==> config.mk <==
export PLATFORM = sky130hd
export DESIGN_NAME = gpio_inv_port
export DESIGN_NICKNAME = d
export VERILOG_FILES = /design/src/rtl/gpio_inv_port.sv
export SDC_FILE = /design/constraint.sdc
export NUM_CORES = 1
export LEC_CHECK = 0
export ABC_AREA = 1
export ABC_CLOCK_PERIOD_IN_PS = 3400
export CAP_MARGIN = 5
export CORE_MARGIN = 2
export CORE_UTILIZATION = 30
export DETAILED_ROUTE_END_ITERATION = 10
export PLACE_DENSITY_LB_ADDON = 0.05
export SLEW_MARGIN = 15
export SYNTH_ARGS = -nofsm -noshare
export SYNTH_HDL_FRONTEND = slang
export SYNTH_SLANG_ARGS = --single-unit
==> constraint.sdc <==
create_clock -name clk -period 3.4 [get_ports clk]
set_clock_uncertainty 0.15 [all_clocks]
set_input_delay 0.68 -clock clk [delete_from_list [all_inputs] [get_ports clk]]
set_output_delay 0.68 -clock clk [all_outputs]
set_load 0.005 [all_outputs]
==> src/rtl/gpio_inv_port.sv <==
module gpio_inv_port #(
  parameter int PIN_COUNT = 8,
  parameter int REG_W     = 8
) (
  input  logic                 clk,
  input  logic                 rst_n,
  input  logic                 wr_en,
  input  logic                 rd_en,
  input  logic [1:0]           addr,
  input  logic [REG_W-1:0]     wdata,
  output logic [REG_W-1:0]     rdata,
  input  logic [PIN_COUNT-1:0] pin_in,
  output logic [PIN_COUNT-1:0] pin_out,
  output logic [PIN_COUNT-1:0] pin_oe
);
  localparam logic [1:0] SEL_DIR = 2'd0;
  localparam logic [1:0] SEL_DAT = 2'd1;
  localparam logic [1:0] SEL_INV = 2'd2;
  localparam logic [1:0] SEL_CTL = 2'd3;
  localparam logic [PIN_COUNT-1:0] ALL_ONE = '1;

  logic [PIN_COUNT-1:0] dir_q, dat_q, inv_q, sync1_q, sync2_q;
  logic                 en_q, pp_q;
  logic [PIN_COUNT-1:0] level, drive;
  logic [REG_W-1:0]     rd_mux;

  always_ff @(posedge clk or negedge rst_n) begin
    if (!rst_n) begin
      dir_q <= ALL_ONE;
      dat_q <= '0;
      inv_q <= '0;
      en_q  <= 1'b0;
      pp_q  <= 1'b0;
    end else if (wr_en) begin
      case (addr)
        SEL_DIR: dir_q <= wdata[PIN_COUNT-1:0];
        SEL_DAT: dat_q <= wdata[PIN_COUNT-1:0];
        SEL_INV: inv_q <= wdata[PIN_COUNT-1:0];
        default: begin
          en_q <= wdata[0];
          pp_q <= wdata[1];
        end
      endcase
    end
  end

  always_ff @(posedge clk or negedge rst_n) begin
    if (!rst_n) begin
      sync1_q <= '0;
      sync2_q <= '0;
    end else if (!en_q) begin
      sync1_q <= '0;
      sync2_q <= '0;
    end else begin
      sync1_q <= pin_in;
      sync2_q <= sync1_q;
    end
  end

  assign level   = dat_q ^ inv_q;
  assign drive   = {PIN_COUNT{en_q}} & ~dir_q;
  assign pin_oe  = pp_q ? drive : (drive & ~level);
  assign pin_out = pp_q ? (drive & level) : '0;

  always_comb begin
    rd_mux = '0;
    case (addr)
      SEL_DIR: rd_mux[PIN_COUNT-1:0] = dir_q;
      SEL_DAT: rd_mux[PIN_COUNT-1:0] = sync2_q ^ inv_q;
      SEL_INV: rd_mux[PIN_COUNT-1:0] = inv_q;
      SEL_CTL: begin
        rd_mux[0] = en_q;
        rd_mux[1] = pp_q;
      end
      default: rd_mux = '0;
    endcase
  end

  always_ff @(posedge clk or negedge rst_n) begin
    if (!rst_n)     rdata <= '0;
    else if (rd_en) rdata <= rd_mux;
  end
endmodule

# --- Yosys cells after proc, flatten, opt, wreduce, memory -nomap -nowiden ---
# Index checks and enable logic that the tools add are counted.
totals:
  elab_cells: 31
  n_memories: 0
  in_bits: 22
  mem_bits_rw: 0
  output_inout_bits: 24
  ff_bits: 50
  romBits: 0
  latchBits: 0
op_classes:
  shifts: 0
  n_div: 0
  reduce_logical: 6
  bitwise: 8
  eq_ne: 3
  n_mul: 0
  addsub: 0
  magnitude_cmp: 0
  muxes: 6
op_table:
  columns: ["op", "count"]
  rows:
  - ["$mux 8", 4]
  - ["$and 8x8->8", 3]
  - ["$pmux 6 s3", 1]
  - ["$not 8->8", 2]
  - ["$xor 8x8->8", 2]
  - ["$pmux 2 s4", 1]
  - ["$reduce_and 2->1", 4]
  - ["$eq 2x2->1 const B", 2]
  - ["$reduce_or 3->1", 1]
  - ["$eq 2x1->1 const B", 1]
  - ["$logic_not 2->1", 1]
  - ["$not 1->1", 1]

# --- Logic depth before layout (Yosys ltp) ---
depth:
  depth_word: 4
  mapped_depth: 8
  mapped_depth_nobuf: 7

# --- Worst setup path before layout ---
# No wires, ideal clock.
synth_path:
  path_kind: "register -> output"
  start: "reg pp_q"
  end: "out pin_oe[0]"
  n_path_buf: 1
  path_stages_with_launch: 4
  required_time_ns: 2.570
  slack_ns: 1.652
  arrival_ns: 0.918
  cell_sequence: "dfrtp_1 -> clkbuf_1 -> inv_1 -> a21oi_1"
synth_via:
  elab_chain_cells: 1
synth_lines:
  columns: ["item", "line", "rtl"]
  rows:
  - ["start, declared", "23", "logic en_q, pp_q;"]
  - ["start signal, assigned", "41", "pp_q <= wdata[1];"]
  - ["$mux 8", "62", "assign pin_oe = pp_q ? drive : (drive & ~level);"]
  - ["end, declared", "14", "output logic [PIN_COUNT-1:0] pin_oe"]
# Every way passes these cells.

# --- Worst setup path after layout ---
layout_path:
  start: "reg en_q"
  end: "out pin_oe[6]"
layout_via:
  elab_chain_cells: 3
layout_lines:
  columns: ["item", "line", "rtl"]
  rows:
  - ["start, declared", "23", null]
  - ["start signal, assigned", "40", "en_q <= wdata[0];"]
  - ["$and 8x8->8 (*)", "61", "assign drive = {PIN_COUNT{en_q}} & ~dir_q;"]
  - ["$and 8x8->8", "62", null]
  - ["$mux 8 (*)", "62", null]
# Mark *: on every way between the ends. The rest lies on a longest branch, timed or not.

==> results.sh <==
export IMPL_cp_slowest_cell="clkdlybuf4s50_1"
export IMPL_first_iter_violations=58
export IMPL_grt_antenna_before_repair=0
export IMPL_ys_top_cells_by_area="dfrtp_1 (42%), nand2_1 (18%), inv_1 (8.8%)"
export IMPL_overflow=0
export IMPL_synth_edf_count=0
export IMPL_p_clk_share_pct=24.8
export IMPL_finalNetCount=389
export IMPL_crit_buf_inv=3
export IMPL_crit_family="buffers and inverters"
export IMPL_cts_setup_buffers=0
export IMPL_fin_area_sq_um=3140
export IMPL_hold_viol_final=0
export IMPL_syn_to_final_growth_pct=26.5
export IMPL_routedWlPerCell_um=12.3
export IMPL_cts_made_buffers=5
export IMPL_worstMarginPinSlew_ns=0.510
export IMPL_p_seq_share_pct=50.0
export IMPL_ir_drop_mv=0.161
export IMPL_worstPathArrival_ns=1.71
export IMPL_yosys_register_bits=50
export IMPL_grt_max_degree=51
export IMPL_critPathMaxStageDelay_ns=0.53
export IMPL_ios=46
export IMPL_place_gp_congestion=0.759
export IMPL_start_kind="register"
export IMPL_vias=1993
export IMPL_p_comb_share_pct=25.1
export IMPL_synthTopCellsByCount="nand2_1 (122), inv_1 (58), dfrtp_1 (42)"
export IMPL_firstDrtPassIters=5
export IMPL_yosysTopAreaCell="dfrtp_1"
export IMPL_core_area_sq_um=8130
export IMPL_ys_warnings_count=0
export IMPL_initial_core_util_pct=30.5
export IMPL_post_route_worst_setup_slack_ns=0.857
export IMPL_clk_latency_ns=0.30
export IMPL_dp_slack_ns=0.906
export IMPL_path_clk_slew_ns=0.09
export IMPL_worst_path_max_fanout=8
export IMPL_wl_um=5840
export IMPL_syn_inst=318
export IMPL_path_class="reg2out"
export IMPL_drv_slew=0
export IMPL_switching_share_pct=31.1
export IMPL_tns_ns=0
export IMPL_post_synth_top_count_cell="nand2_1"
export IMPL_n_fill_cell=866
export IMPL_drive_above_1_share_pct=11.7
export IMPL_synth_cell_type_count=22
export IMPL_drc=0
export IMPL_fp_dieW_um=94.9
export IMPL_synth_flop_cell="dfrtp_1"
export IMPL_status="completed"
export IMPL_max_freq_ghz=0.393
export IMPL_clkSinkCount=50
export IMPL_crit_cells=5
export IMPL_end_kind="output pin"
export IMPL_top_layer="met4"
export IMPL_synth_top_area_share_pct=42.4
export IMPL_power_density_nw_per_um2=474
export IMPL_hp_class="in2async"
export IMPL_grt_util_all_layers_pct=14.4
export IMPL_grt_pass1_vias=1954
export IMPL_wl_met2_um=2650
export IMPL_cts_root_buffer="clkbuf_8"
export IMPL_netlist_area_sq_um=2480
export IMPL_cts_tree="done"
export IMPL_rsz0062_at_grt="false"
export IMPL_viasPerCell=4.21
export IMPL_wl_met3_um=186
export IMPL_maxCapViolations=0
export IMPL_ant_nets=0
export IMPL_r2r_cells=7
export IMPL_place_hpwl_um=4070
export IMPL_synth_nets=340
export IMPL_place_area_sq_um=3040
export IMPL_numPortBuffers=45
export IMPL_syn_area_per_cell_sq_um=7.80
export IMPL_layout_min_cycle_time_ns=2.54
export IMPL_path_cells="inv_1, nor2_1, inv_1, a21oi_1, clkdlybuf4s50_1"
export IMPL_cts_buffer_depth=2
export IMPL_diodes=0
export IMPL_die_area_sq_um=9010
export IMPL_rows=33
export IMPL_fin_crit_sh_pct=74.8
export IMPL_p_int_mw=1.03
export IMPL_critPathRequiredTime_ns=2.57
export IMPL_p_sw_mw=0.463
export IMPL_synth_seq_area_share_pct=50.8
export IMPL_synthArstFlopShare_pct=100
export IMPL_die_y_um=94.9
export IMPL_grt_pass1_wl_um=9760
export IMPL_cts_resized_gates=0
export IMPL_final_setup_viol_count=0
export IMPL_p_leak_nw=1.65
export IMPL_postCtsHoldBufs=0
export IMPL_ctsHtreeMaxLevel=2
export IMPL_crit_path_frequent_cell="inv_1"
export IMPL_met1_length_um=2950
export IMPL_maxSlewHeadroom_pct=65.9
[path summary, 6_finish.rpt]
check,from,to,slack (ns)
setup / recovery,en_q$_DFFE_PN0P_,pin_oe[6],0.86
hold / removal,rst_n,rdata[0]$_DFFE_PN0P_,0.20
hold reg to reg,sync1_q[1]$_DFF_PN0_,sync2_q[1]$_DFF_PN0_,0.29
max in group asynchronous,rst_n,dir_q[5]$_DFFE_PN1P_,2.61
min in group clk,sync1_q[1]$_DFF_PN0_,sync2_q[1]$_DFF_PN0_,0.29
setup reg to reg,en_q$_DFFE_PN0P_,rdata[0]$_DFFE_PN0P_,2.19
[registers in the layout, summed over array words and instances, names as in the netlist]
name	cells
dat_q	8
dir_q	8
inv_q	8
rdata	8
sync1_q	8
sync2_q	8
en_q	1
pp_q	1
[layer usage]
layer / track usage (%) / up-vias
li1: - / 1040
met4: 3.26 / 0
met3: 2.55 / 4
met2: 23.6 / 33
met5: 0 / -
met1: 19.9 / 916
[cell families (layout without fill, tap and decap cells)]
kind of cell | Yosys count | count (layout) | synth area share [%]
simple gates | 158 | 158 | 25.6
buf+inv | 67 | 117 | 11.4
flops | 50 | 50 | 50.8
compound gates | 35 | 35 | 9.33
xor+xnor | 8 | 8 | 2.82
[power groups by stage]
stage                     Clock, mW  Sequential, mW  Combinational (mW)
after floorplan                   0           0.742               0.212
after global placement            0           0.757               0.379
after detailed placement          0           0.758               0.381
after CTS                     0.384           0.746               0.382
after global routing          0.405           0.758               0.432
final                         0.369           0.745               0.374
[cell type report]
type | instances | area, sq um | share of cell area (%)
Clock inverter | 2 | 12.5 | 0.399
Clock buffer | 6 | 82.6 | 2.63
Tap cell | 105 | 131 | 4.19
Timing Repair Buffer | 49 | 488 | 15.6
Inverter | 60 | 225 | 7.18
Multi-Input combinational cell | 201 | 937 | 29.9
Sequential cell | 50 | 1260 | 40.2
[stage by stage]
step | utilization (%) | power [mW] | hold slack [ns] | instances
floorplan | - | 0.954 | 0.234 | 318
CTS | 38.6 | 1.51 | 0.213 | 473
detailed placement | 37.4 | 1.14 | 0.268 | 465
global placement | 37.4 | 1.14 | 0.269 | 465
global route | 38.6 | 1.59 | 0.217 | 473
finish | 38.6 | 1.49 | 0.203 | 473
[cells in the final DEF (no fill, tap or decap)]
cell type          n
buf_4              3
inv_1             58
nand3_1           14
nor2_2             2
nand2_2            2
nand2_4            1
xnor2_1            1
clkinv_1           1
dfstp_2            8
clkinv_2           1
o21ai_0           10
nand2_1          122
o21ai_2           15
inv_2              1
clkinvlp_4         1
xor2_1             7
a21oi_1            9
clkbuf_8           6
nor2_1            16
dfrtp_1           42
nor2_4             1
buf_2              1
clkdlybuf4s50_1   44
buf_12             1
o21ai_1            1
(Power assumes the default switching activity.)
